**config.mk**
```make
export PLATFORM = sky130hd
export DESIGN_NAME = fsx_irq_unit
export DESIGN_NICKNAME = d
export VERILOG_FILES = /design/src/rtl/fsx_pkg.sv /design/src/rtl/fsx_frame_pos.sv /design/src/rtl/fsx_src_track.sv /design/src/rtl/fsx_ovf_flag.sv /design/src/rtl/fsx_irq_unit.sv
export SDC_FILE = /design/constraint.sdc
export NUM_CORES = 1
export LEC_CHECK = 0
export ABC_AREA = 1
export ABC_CLOCK_PERIOD_IN_PS = 2900
export BUFFER_PORTS_ARGS = -buffer_cell sky130_fd_sc_hd__buf_2
export CORE_MARGIN = 2
export CORE_UTILIZATION = 25
export CTS_CLUSTER_SIZE = 16
export DETAILED_ROUTE_END_ITERATION = 7
export PLACE_DENSITY = 0.51
export SLEW_MARGIN = 20
export SYNTH_ARGS = -nofsm -noshare
export SYNTH_HDL_FRONTEND = slang
export SYNTH_SLANG_ARGS = --single-unit
```
**constraint.sdc**
```tcl
create_clock -name clk -period 2.9 [get_ports clk]
set_input_delay 0.29 -clock clk [delete_from_list [all_inputs] [get_ports clk]]
set_output_delay 0.29 -clock clk [all_outputs]
set_load 0.1 [all_outputs]
```
**src/rtl/fsx_pkg.sv**
```systemverilog
package fsx_pkg;

    localparam int NUM_SRC = 2;

    typedef enum logic [0:0] {
        SRC_START = 1'b0,
        SRC_MID   = 1'b1
    } src_e;

    // Per-source control for one cycle
    typedef struct packed {
        logic enable;
        logic event_hit;
        logic deadline;
        logic ack;
    } src_ctl_t;

    // Next state of one source
    typedef struct packed {
        logic pending;
        logic miss;
    } src_stat_t;

    function automatic src_stat_t src_next(input logic pending, input src_ctl_t c);
        src_stat_t r;
        r.miss    = pending && c.deadline && !c.ack;
        r.pending = pending;
        if (c.ack || c.deadline)
            r.pending = 1'b0;
        if (c.enable && c.event_hit)
            r.pending = 1'b1;
        return r;
    endfunction

endpackage

```
**src/rtl/fsx_frame_pos.sv**
```systemverilog
module fsx_frame_pos #(
    parameter int FRAME_LEN = 32
) (
    input  logic clk,
    input  logic rst,
    input  logic frame_sync,
    input  logic bit_tick,
    output logic start_evt,
    output logic mid_evt
);
    localparam int CNT_W = (FRAME_LEN > 2) ? $clog2(FRAME_LEN) : 1;
    localparam int HALF  = FRAME_LEN / 2;
    localparam logic [CNT_W-1:0] LAST_POS = CNT_W'(FRAME_LEN - 1);
    localparam logic [CNT_W-1:0] PRE_MID  = CNT_W'(HALF - 1);
    localparam logic [CNT_W-1:0] MID_POS  = CNT_W'(HALF);

    logic [CNT_W-1:0] pos_q;

    always_ff @(posedge clk) begin
        if (rst)
            pos_q <= '0;
        else if (frame_sync)
            pos_q <= '0;
        else if (bit_tick)
            pos_q <= (pos_q == LAST_POS) ? '0 : pos_q + 1'b1;
    end

    always_comb begin
        start_evt = frame_sync;
        mid_evt   = bit_tick && !frame_sync && (pos_q == PRE_MID);
    end

    // position stays inside the frame
    assert_pos_range_R3: assert property (@(posedge clk) disable iff (rst)
        pos_q <= LAST_POS);

    // a mid event lands the position on the midpoint
    assert_mid_lands_R3: assert property (@(posedge clk) disable iff (rst)
        mid_evt |=> pos_q == MID_POS);

    // frame sync returns the position to zero
    assert_sync_zero_R3: assert property (@(posedge clk) disable iff (rst)
        frame_sync |=> pos_q == '0);

endmodule

```
**src/rtl/fsx_src_track.sv**
```systemverilog
module fsx_src_track
    import fsx_pkg::*;
(
    input  logic     clk,
    input  logic     rst,
    input  src_ctl_t ctl,
    output logic     pending,
    output logic     miss
);
    src_stat_t nxt;

    always_comb nxt = src_next(pending, ctl);

    always_ff @(posedge clk) begin
        if (rst)
            pending <= 1'b0;
        else
            pending <= nxt.pending;
    end

    assign miss = nxt.miss;

    // an acknowledge with no new event clears the flag
    assert_ack_clears_R5: assert property (@(posedge clk) disable iff (rst)
        (ctl.ack && !(ctl.enable && ctl.event_hit)) |=> !pending);

    // the flag only rises on an enabled event
    assert_rise_needs_enable_R10: assert property (@(posedge clk) disable iff (rst)
        !(ctl.enable && ctl.event_hit) |=> !$rose(pending));

endmodule

```
**src/rtl/fsx_ovf_flag.sv**
```systemverilog
module fsx_ovf_flag
    import fsx_pkg::*;
(
    input  logic               clk,
    input  logic               rst,
    input  logic [NUM_SRC-1:0] miss_vec,
    input  logic               clear,
    output logic               ovf
);
    always_ff @(posedge clk) begin
        if (rst)
            ovf <= 1'b0;
        else
            ovf <= (ovf && !clear) || (|miss_vec);
    end

    // sticky until cleared
    assert_ovf_sticky_R9: assert property (@(posedge clk) disable iff (rst)
        (ovf && !clear) |=> ovf);

    // a miss always leaves the flag set
    assert_miss_sets_R9: assert property (@(posedge clk) disable iff (rst)
        (|miss_vec) |=> ovf);

endmodule

```
**src/rtl/fsx_irq_unit.sv**
```systemverilog
module fsx_irq_unit
    import fsx_pkg::*;
#(
    parameter int FRAME_LEN = 32
) (
    input  logic clk,
    input  logic rst,
    input  logic frame_sync,
    input  logic bit_tick,
    input  logic en_start,
    input  logic en_mid,
    input  logic ack_start,
    input  logic ack_mid,
    input  logic ovf_clear,
    output logic pend_start,
    output logic pend_mid,
    output logic sync_irq,
    output logic ovf_irq
);
    logic start_evt;
    logic mid_evt;

    src_ctl_t           ctl   [NUM_SRC];
    logic [NUM_SRC-1:0] pend_vec;
    logic [NUM_SRC-1:0] miss_vec;

    fsx_frame_pos #(.FRAME_LEN(FRAME_LEN)) u_pos (
        .clk        (clk),
        .rst        (rst),
        .frame_sync (frame_sync),
        .bit_tick   (bit_tick),
        .start_evt  (start_evt),
        .mid_evt    (mid_evt)
    );

    // Start source: raised at frame start, due by midpoint (or an early new frame)
    always_comb begin
        ctl[SRC_START].enable    = en_start;
        ctl[SRC_START].event_hit = start_evt;
        ctl[SRC_START].deadline  = mid_evt || start_evt;
        ctl[SRC_START].ack       = ack_start;
        ctl[SRC_MID].enable      = en_mid;
        ctl[SRC_MID].event_hit   = mid_evt;
        ctl[SRC_MID].deadline    = start_evt;
        ctl[SRC_MID].ack         = ack_mid;
    end

    for (genvar s = 0; s < NUM_SRC; s++) begin : g_src
        fsx_src_track u_trk (
            .clk     (clk),
            .rst     (rst),
            .ctl     (ctl[s]),
            .pending (pend_vec[s]),
            .miss    (miss_vec[s])
        );
    end

    fsx_ovf_flag u_ovf (
        .clk      (clk),
        .rst      (rst),
        .miss_vec (miss_vec),
        .clear    (ovf_clear),
        .ovf      (ovf_irq)
    );

    assign pend_start = pend_vec[SRC_START];
    assign pend_mid   = pend_vec[SRC_MID];
    assign sync_irq   = |pend_vec;

    // unacknowledged start interrupt at the midpoint overflows
    assert_start_deadline_R7: assert property (@(posedge clk) disable iff (rst)
        (pend_start && mid_evt && !ack_start) |=> (ovf_irq && !pend_start));

    // unacknowledged mid interrupt at the next frame start overflows
    assert_mid_deadline_R8: assert property (@(posedge clk) disable iff (rst)
        (pend_mid && frame_sync && !ack_mid) |=> (ovf_irq && !pend_mid));

    // enabled frame start raises the start flag
    assert_start_raise_R2: assert property (@(posedge clk) disable iff (rst)
        (frame_sync && en_start) |=> pend_start);

    // interrupt line follows the pending flags
    assert_line_R4: assert property (@(posedge clk) disable iff (rst)
        $fell(sync_irq) |-> (!pend_start && !pend_mid));

endmodule

```
Word level (Yosys, flattened, before mapping)
Index checks and enable logic that the tools add are counted.

Register bits: 8.

Add/sub/neg operators: 1. Equality and inequality tests: 2. Mux-type cells: 5. Reduce and logical (&&, ||, !) cells: 22.

Operators with widths (number): $logic_and A1 B1 Y1 (9); $reduce_or A2 Y1 (3); $add A5 B1 Y5 const B (1); $eq A5 B4 Y1 const B (1); $eq A5 B5 Y1 const B (1); $mux W5 (1); $logic_not A1 Y1 (4); $logic_or A1 B1 Y1 (4); $mux W1 (4); $reduce_bool A2 Y1 (2).

Logic depth before layout (Yosys ltp)
Gate-level depths: netlist of the first run.

Depth after elaboration: 8. Mapped depth: 8. Gate-level depth less buffers: 8.

Cells and area by module
From an unflattened synthesis of the first run, not the netlist that was laid out.

Cells, all modules: 63. Area, all modules: 473.0 um2.

Modules (own cells, without submodules): fsx_frame_pos (instances 1, cells an instance 36, area an instance 299.0 um2, seq. area each 100.1 um2); fsx_src_track (instances 2, cells an instance 8, area an instance 57.6 um2, seq. area each 20.0 um2); fsx_ovf_flag (instances 1, cells an instance 5, area an instance 36.3 um2, seq. area each 20.0 um2); fsx_irq_unit (instances 1, cells an instance 6, area an instance 22.5 um2, seq. area each 0.0 um2).

Worst setup path before layout of the first run
Ideal clock, no wire load.

Path kind: reg2out. Start: reg g_src[1].u_trk.pending. End: out sync_irq. Arrival time: 1538 ps. Slack: 1072 ps. Cell stages (with the launch flop): 2. Buffers on the path: 0. Cell sequence: dfxtp_1 or2_2.

Longest elaborated chain between the ends: 1.

RTL lines: from (decl) (line fsx_src_track.sv:7) `output logic pending,`; from (signal assigned) (line fsx_src_track.sv:18) `pending <= nxt.pending;`; $reduce_or A2 Y1 (line fsx_irq_unit.sv:68) `assign sync_irq = |pend_vec;`; to (decl) (line fsx_irq_unit.sv:17) `output logic sync_irq,`.

Every way passes these cells.

Worst setup path after layout of the first run
Same ends and word-level chain as after synthesis.

==> out/metrics.cfg, run 1 <==
[final_layout]
final_nets=88
n_fill_cell=184
n_antenna_cell=0
instances_no_fill=91
area.growth.synth_to_final_pct=21.3
drive_above_1_share_pct=29.7

[critical_path]
worstPathRequired_ps=2610
path_max_fanout=4
criticalPathCategory=reg2out
start_kind=flip-flop
critical_path.endpoint_type=output port
worstPathArrival_ps=1150

[clocking]
ctsHoldBuffers=0
post_cts_resized=0
ctsRootBufferMaster=clkbuf_4
cts_sinks=8
numCtsBuffers=3
clk_latency_ps=250
clk_pin_slew_ps=50
post_cts_buffers=0
htree_levels=1
tritoncts=built
clk_path_buf_depth=2

[power_and_ir_drop]
worst_ir_drop_vdd_mv=0.160
leakagePower_uw=0.000254
power_uw=231
power_frac_clock_pct=36.3
internal_power_uw=169
pwr-share-comb_pct=14.5
swShare_pct=26.7
p_seq_share_pct=49.2
p_switching_uw=61.6
power_density_nw_per_um2=439

[routing]
met1_length_um=352
drt_iter0_drc=9
antenna_left=0
dr_total_vias=389
drt-vias-per-instance=4.27
drc_errors=0
top_layer_used=met3
met3WireLength_um=74
post_drt_wl_per_cell_um=8.34
dr.pass1.iters=2
dr_wl_met2_um=332
totalWireLength_um=759

[timing]
slew_headroom_pct=67.8
hold_viol=0
setup_violations=0
grt_setup_unrepaired=false
period_needed_ps=1440
max_freq_mhz=695
post-route-period-util_pct=49.6
worst_pin_slew_ps=486
skew_ps=1.90
maxSlewViolCount=0
setup_tns_ps=0

[synthesis]
yosys_warnings=0
synthCells=60
syn_area_um2=434
ys_seq_area_share_pct=36.9
synth_nets=72
ys_types=15
ys_ff_latch=8
syn_avg_cell_area_um2=7.24

[global_routing]
grt_max_degree=12
overflow=0
grt_pass1_wl_um=1190
grt.total_usage_pct=8.46
antenna_found_initial=0
first_global_vias=300

[die]
initial_core_util_pct=26.0
fp.dieH_um=45.7
die_area_um2=2090
io_pins=13
rows=15
design.core.area_um2=1670
die_w_um=45.7

[placement]
dp.final_hpwl_um=627
dp_cells=88
port-buffer-count=12
place_congestion=0.703

[min_path]
hp-class=in2reg

[flow_run]
drv_cap=0

[status]
outcome=completed

kinds of logic after synthesis:
| group | after synthesis | synth area share (%) |
|---|---|---|
| and+or+nand+nor | 32 | 33.4 |
| buffers and inverters | 10 | 10.4 |
| DFF | 8 | 36.9 |
| AOI/OAI and AO/OA | 7 | 10.7 |
| adders and majority gates | 3 | 8.65 |
synthesized netlist by cell type:
library cell	instances	share of area, %
dfxtp_1	8	37
nand2_1	12	10
nand2_2	2	2.9
nand2_4	1	2.6
ha_1	3	8.6
or2_2	1	1.4
a21oi_1	5	5.8
nor2_1	10	8.6
nand3_1	4	4.6
and3_1	1	1.4
inv_1	9	7.8
a211oi_2	1	2.9
a21oi_2	1	2.0
buf_6	1	2.6
nor2_2	1	1.4
power groups by stage:
stage                     combinational [uW]  sequential, uW  clock [uW]
final                                   33.4             114        83.9
after global routing                    36.5             114        93.9
after CTS                               33.6             114        90.8
after detailed placement                33.6             116           0
after global placement                  33.7             116           0
after floorplan                         18.4             123           0
cell type report:
type	instances	area (um^2)	area share, %
Clock buffer	3	22.5	4.28
Multi-Input combinational cell	42	229	43.5
Inverter	9	33.8	6.41
Sequential cell	8	160	30.4
Tap cell	17	21.3	4.04
Timing Repair Buffer	12	60.1	11.4
path summary, 6_finish.rpt:
check / depth (start not counted) / slack (ps) / endpoint / startpoint
setup / recovery: 2 / 1460 / sync_irq / g_src[1].u_trk.pending$_SDFFE_PP0P_
hold / removal: 2 / 240 / u_ovf.ovf$_SDFF_PP0_ / rst
setup reg to reg: 4 / 1600 / u_pos.pos_q[4]$_SDFFE_PP0P_ / u_pos.pos_q[0]$_SDFFE_PP0P_
hold reg to reg: 2 / 490 / u_pos.pos_q[1]$_SDFFE_PP0P_ / u_pos.pos_q[1]$_SDFFE_PP0P_
routing by layer:
| layer | vias up | global-route usage [%] |
|---|---|---|
| met2 | 14 | 12.1 |
| met5 | - | 0 |
| met4 | 0 | 3.53 |
| met3 | 0 | 6.35 |
| met1 | 162 | 9.33 |
| li1 | 213 | - |
through the flow:
stage               instance area, um^2  hold WS (ps)  utilization [%]  worst slack, ps
CTS                                 527           226             31.5             1440
finish                              527           237             31.5             1460
global placement                    504           478             30.2             1620
floorplan                           434           352                -             1070
global route                        527           234             31.5             1410
detailed placement                  504           477             30.2             1610
cells in the final DEF (no fill, tap or decap):
cell / count
or2_2: 1
buf_2: 12
a21oi_1: 5
dfxtp_1: 8
nand2_1: 12
nor2_1: 10
a211oi_2: 1
clkbuf_4: 3
nand3_1: 4
ha_1: 3
a21oi_2: 1
nor2_2: 1
nand2_4: 1
nand2_2: 2
and3_1: 1
inv_1: 9
critical path: stages, from the launching register on:
cell and delay [ps]:
dfxtp_1 320, or2_2 280, buf_2 290
sequential cells by signal (all words and copies together), names as in the netlist:
name and flops:
g_src.u_trk.pending 2, u_ovf.ovf 1, u_pos.pos_q 5
No activity file was read; power rests on OpenSTA's default activity.
==> run 2: changes to the inputs <==
ABC_CLOCK_PERIOD_IN_PS = 1200   (was 2900)
PLACE_DENSITY = 0.52   (was 0.51)
clock period = 1.2 ns   (was 2.9 ns; I/O delays follow)
==> out/metrics.cfg, run 2 (synthesis results as in run 1) <==
[power_and_ir_drop]
worst_ir_drop_vdd_mv=0.455  ; was 0.160 mV
power_frac_clock_pct=36.7  ; was 36.3%
power_uw=589  ; was 231 uW
p_switching_uw=167  ; was 61.6 uW
internal_power_uw=421  ; was 169 uW
pwr-share-comb_pct=16.2  ; was 14.5%
power_density_nw_per_um2=950  ; was 439 nW/um^2
leakagePower_uw=0.000266  ; was 0.000254 uW
p_seq_share_pct=47.1  ; was 49.2%
swShare_pct=28.4  ; was 26.7%

[routing]
top_layer_used=met4  ; was met3
drt_iter0_drc=4  ; was 9
totalWireLength_um=945  ; was 759 um
drt-vias-per-instance=4.36  ; was 4.27
met3WireLength_um=63  ; was 74 um
drc_errors=0  ; unchanged
antenna_left=0  ; unchanged
dr_total_vias=410  ; was 389
post_drt_wl_per_cell_um=10.1  ; was 8.34 um
dr_wl_met2_um=418  ; was 332 um
dr.pass1.iters=4  ; was 2
met1_length_um=435  ; was 352 um

[critical_path]
start_kind=flip-flop  ; unchanged
worstPathRequired_ps=1390  ; was 2610 ps
crit_buf_inv=1  ; unchanged
critical_path.endpoint_type=flip-flop  ; was output port
cp.depth=6  ; was 2
worstPathArrival_ps=1390  ; was 1150 ps
path_cells=ha_4 > and3_4 > ha_4 > inv_1 > nand3_1 > a21oi_2  ; was or2_2 > buf_2
critical_path.slowest_cell=dfxtp_2  ; was dfxtp_1
criticalPathCategory=reg2reg  ; was reg2out
cp_common_cell=ha_4
crit_family=flip-flops  ; unchanged
cpPeakStageDelay_ps=330  ; was 320 ps
reg2reg_depth=6  ; was 4
path_max_fanout=2  ; was 4

[clocking]
htree_levels=1  ; unchanged
ctsHoldBuffers=0  ; unchanged
clk_path_buf_depth=2  ; unchanged
ctsRootBufferMaster=clkbuf_4  ; unchanged
clk_pin_slew_ps=60  ; was 50 ps
tritoncts=built  ; unchanged
post_cts_buffers=0  ; unchanged
clk_latency_ps=260  ; was 250 ps
numCtsBuffers=3  ; unchanged
cts_sinks=8  ; unchanged

[timing]
worst_pin_slew_ps=491  ; was 486 ps
slew_headroom_pct=67.5  ; was 67.8%
max_freq_mhz=837
worst_slack_ps=5.38  ; was 1460 ps
post-route-period-util_pct=99.6
setup_violations=0  ; unchanged
grt_setup_unrepaired=true  ; was false
skew_ps=0.787  ; was 1.90 ps
hold_viol=0  ; unchanged
whs_ps=42.1  ; was 237 ps
maxSlewViolCount=0  ; unchanged
period_needed_ps=1190

[final_layout]
final_nets=91  ; was 88
layout_commonest_cell=nand2_1
layout_common_cells=nand2_1, buf_2, nor2_1  ; unchanged
multiInputGateArea_um2=278  ; was 229 um^2
seq_area_um2=166  ; was 160 um^2
instances_no_fill=94  ; was 91
area.growth.synth_to_final_pct=42.7  ; was 21.3%
n_antenna_cell=0  ; unchanged
top_regs=u_pos.pos_q (5), g_src.u_trk.pending (2), u_ovf.ovf (1)  ; unchanged
regMostFlops=u_pos.pos_q  ; unchanged
fin_area_um2=619  ; was 527 um^2
largest_register_ff_count=5  ; unchanged
n_fill_cell=182  ; was 184
drive_above_1_share_pct=46.8  ; was 29.7%

[global_routing]
grt_max_degree=12  ; unchanged
first_global_vias=351  ; was 300
overflow=0  ; unchanged
grt.total_usage_pct=10.7  ; was 8.46%
antenna_found_initial=0  ; unchanged
grt_pass1_wl_um=1460  ; was 1190 um

[die]
initial_core_util_pct=26.0  ; unchanged
die_w_um=45.7  ; unchanged
design.core.area_um2=1670  ; unchanged
die_area_um2=2090  ; unchanged
io_pins=13  ; unchanged
rows=15  ; unchanged
fp.dieH_um=45.7  ; unchanged

[placement]
dp.final_hpwl_um=721  ; was 627 um
post-place-ws_ps=-63.8  ; was 1610 ps
place_congestion=0.753  ; was 0.703
port-buffer-count=12  ; unchanged
dpl-instance-area_um2=568  ; was 504 um^2
dp_cells=91  ; was 88

[status]
outcome=completed  ; unchanged

[min_path]
hp-class=in2reg  ; unchanged
worstHoldPathCells=2  ; unchanged

[flow_run]
drv_cap=0  ; unchanged

[run 2: changes by cell type in the layout (fill, tap and decap cells not counted), sizes merged]
| cell | previous run | this run |
|---|---|---|
| buf | 12 | 15 |
[run 2: through the flow]
stage	util [%]	TNS [ps]
2_1_floorplan	-	0
3_3_place_gp	34.0	-76.7
3_5_place_dp	34.0	-202
4_1_cts	36.9	-17.0
5_1_grt	37.1	-290
6_report	37.1	0
[run 2: path summary, 6_finish.rpt]
| check | to | slack, ps | startpoint |
|---|---|---|---|
| worst min register to register | g_src[1].u_trk.pending$_SDFFE_PP0P_ | 500 | g_src[1].u_trk.pending$_SDFFE_PP0P_ |
| worst max-delay path | u_pos.pos_q[1]$_SDFFE_PP0P_ | 5 | u_pos.pos_q[1]$_SDFFE_PP0P_ |
| worst min-delay path | u_ovf.ovf$_SDFF_PP0_ | 40 | rst |
| worst max register to register | u_pos.pos_q[1]$_SDFFE_PP0P_ | 5 | u_pos.pos_q[1]$_SDFFE_PP0P_ |
[run 2: worst reg2reg max path: stages, from the launching register on]
cell,delay (ps)
dfxtp_2,330
ha_4,160
and3_4,200
ha_4,160
inv_1,70
nand3_1,90
a21oi_2,120
[run 2: metal layers]
layer	vias up	global-route usage, %
li1	222	-
met1	169	10.6
met2	14	16.1
met3	5	5.95
met4	0	8.82
met5	-	0
[run 2: layout make-up]
type | count | share of cell area, %
inverters | 9 | 5.45
multi-input cells | 42 | 44.8
well taps | 17 | 3.43
clock buffers | 3 | 3.64
repair buffers | 15 | 15.8
flip-flops and latches | 8 | 26.9
[run 2: power by group through the flow]
stage	registers (uW)	logic (uW)	clock network, uW
after floorplan	297	46.6	0
after global placement	281	93.4	0
after detailed placement	281	93.5	0
after CTS	277	94.3	228
after global routing	278	102	238
final	277	95.4	216
[run 2: timing repair]
action	CTS	global route
pin swaps	5	3
setup endpoints to repair	7	7
gates resized for setup	5	2
==> run 3: changes to the inputs <==
CTS_CLUSTER_SIZE = not set   (was 16)
RECOVER_POWER = 25   (was not set)
==> out/metrics.cfg, run 3 (synthesis results as in run 1) <==
[clocking]
tritoncts=built  ; unchanged
clk_path_buf_depth=2  ; unchanged
htree_levels=1  ; unchanged
post_cts_buffers=0  ; unchanged
ctsRootBufferMaster=clkbuf_4  ; unchanged
ctsHoldBuffers=0  ; unchanged
numCtsBuffers=3  ; unchanged
clk_latency_ps=260  ; about the same
clk_pin_slew_ps=60  ; about the same
cts_sinks=8  ; unchanged

[final_layout]
area.growth.synth_to_final_pct=42.7  ; unchanged
regMostFlops=u_pos.pos_q  ; unchanged
seq_area_um2=166  ; unchanged
final_nets=91  ; unchanged
top_regs=u_pos.pos_q (5), g_src.u_trk.pending (2), u_ovf.ovf (1)  ; unchanged
n_antenna_cell=0  ; unchanged
n_fill_cell=182  ; unchanged
layout_commonest_cell=nand2_1  ; unchanged
drive_above_1_share_pct=46.8  ; unchanged
largest_register_ff_count=5  ; unchanged
layout_common_cells=nand2_1, nor2_1, buf_2  ; was nand2_1, buf_2, nor2_1
multiInputGateArea_um2=278  ; unchanged
finish.utilization_pct=37.1  ; unchanged

[die]
design.core.area_um2=1670  ; unchanged
initial_core_util_pct=26.0  ; unchanged
rows=15  ; unchanged
fp.dieH_um=45.7  ; unchanged
die_area_um2=2090  ; unchanged
die_w_um=45.7  ; unchanged
io_pins=13  ; unchanged

[routing]
antenna_left=0  ; unchanged
drc_errors=0  ; unchanged
drt-vias-per-instance=4.36  ; unchanged
drt_iter0_drc=4  ; unchanged
dr.pass1.iters=4  ; unchanged
totalWireLength_um=945  ; unchanged
post_drt_wl_per_cell_um=10.1  ; unchanged
dr_total_vias=410  ; unchanged

[placement]
port-buffer-count=12  ; unchanged
post-place-ws_ps=-63.8  ; unchanged
dp.final_hpwl_um=721  ; unchanged
place_congestion=0.753  ; unchanged

[critical_path]
setup.worst_path.start=u_pos.pos_q[1]$_SDFFE_PP0P_  ; unchanged
start_kind=flip-flop  ; unchanged
criticalPathCategory=reg2reg  ; unchanged
critical_path.slowest_cell=dfxtp_2  ; unchanged
cp_common_cell=ha_4  ; unchanged
reg2reg_to=u_pos.pos_q[1]$_SDFFE_PP0P_  ; unchanged
r2r_setup_slack_ps=5  ; about the same
path_max_fanout=2  ; unchanged
cpPeakStageDelay_ps=330  ; about the same
reg2reg_depth=6  ; unchanged
worstPathArrival_ps=1390  ; about the same
critical_path.endpoint_type=flip-flop  ; unchanged
path_cells=ha_4 > and3_4 > ha_4 > inv_1 > nand3_1 > a21oi_2  ; unchanged
worstPathRequired_ps=1390  ; about the same
r2r-start=u_pos.pos_q[1]$_SDFFE_PP0P_  ; unchanged

[min_path]
worstHoldPathCells=2  ; unchanged
min_to=u_ovf.ovf$_SDFF_PP0_  ; unchanged
hp-class=in2reg  ; unchanged
hold_start=rst  ; unchanged

[timing]
max_freq_mhz=837  ; unchanged
whs_ps=42.1  ; unchanged
grt_setup_unrepaired=true  ; unchanged
skew_ps=0.787  ; unchanged
period_needed_ps=1190  ; unchanged
worst_pin_slew_ps=538  ; was 491 ps
maxSlewViolCount=0  ; unchanged
worst_slack_ps=5.38  ; unchanged
hold_viol=0  ; unchanged
post-route-period-util_pct=99.6  ; unchanged
slew_headroom_pct=64.3  ; was 67.5%
setup_violations=0  ; unchanged

[global_routing]
first_global_vias=351  ; unchanged
grt_max_degree=12  ; unchanged
antenna_found_initial=0  ; unchanged
grt.total_usage_pct=10.7  ; unchanged
grt_pass1_wl_um=1460  ; unchanged
overflow=0  ; unchanged

[power_and_ir_drop]
leakagePower_uw=0.000265  ; was 0.000266 uW
power_density_nw_per_um2=950  ; about the same
worst_ir_drop_vdd_mv=0.455  ; unchanged
power_uw=588  ; was 589 uW

[flow_run]
drv_cap=0  ; unchanged

[status]
outcome=completed  ; unchanged

run 3: critical path: cells and delay by family (launching register included):
| kind | cells | cell delay [ps] |
|---|---|---|
| flip-flops | 1 | 330 |
| buffers and inverters | 1 | 70 |
| AO/OA/AOI/OAI | 1 | 120 |
| adder cells (fa/ha/maj) | 2 | 320 |
| AND/OR/NAND/NOR | 2 | 290 |
run 3: worst max-delay path by stage:
stage | slack (ps) | cells after the start | endpoint
floorplan | 7 | 8 | u_pos.pos_q[3]$_SDFFE_PP0P_
global placement | -40 | 8 | u_pos.pos_q[2]$_SDFFE_PP0P_
detailed placement | -60 | 8 | u_pos.pos_q[3]$_SDFFE_PP0P_
CTS | -20 | 8 | u_pos.pos_q[3]$_SDFFE_PP0P_
global route | -80 | 8 | u_pos.pos_q[3]$_SDFFE_PP0P_
finish | 5 | 6 | u_pos.pos_q[1]$_SDFFE_PP0P_
run 3: repair_timing:
action	CTS	global route
setup endpoints to repair	7	7
pin swaps	5	3
gates resized for setup	5	2
run 3: layout make-up:
class                      instances  area share, %
multi-input combinational         42           44.8
sequential                         8           26.9
tap                               17           3.43
inverter                           9           5.45
timing repair buffer              15           15.8
clock buffer                       3           3.64
run 3: metrics by stage:
stage / cell area, um^2 / TNS [ps] / std cells
4_1_cts: 616 / -17.0 / 94
3_5_place_dp: 568 / -202 / 91
5_1_grt: 619 / -290 / 94
2_1_floorplan: 460 / 0 / 60
6_report: 619 / 0 / 94
3_3_place_gp: 568 / -76.7 / 91
run 3: report_power, final:
part	switching, uW	leakage, uW	internal, uW
logic	61.4	0.000184	34.0
clock network	101	0.0000138	115
registers	4.91	0.0000672	272
total	167	0.000265	421
run 3: layer usage:
metal / GRT usage, % / routed length, um / up-vias
li1: - / - / 222
met1: 10.6 / 438 / 169
met2: 16.1 / 418 / 14
met3: 5.95 / 60 / 5
met4: 8.82 / 27 / 0
met5: 0 / 0 / -
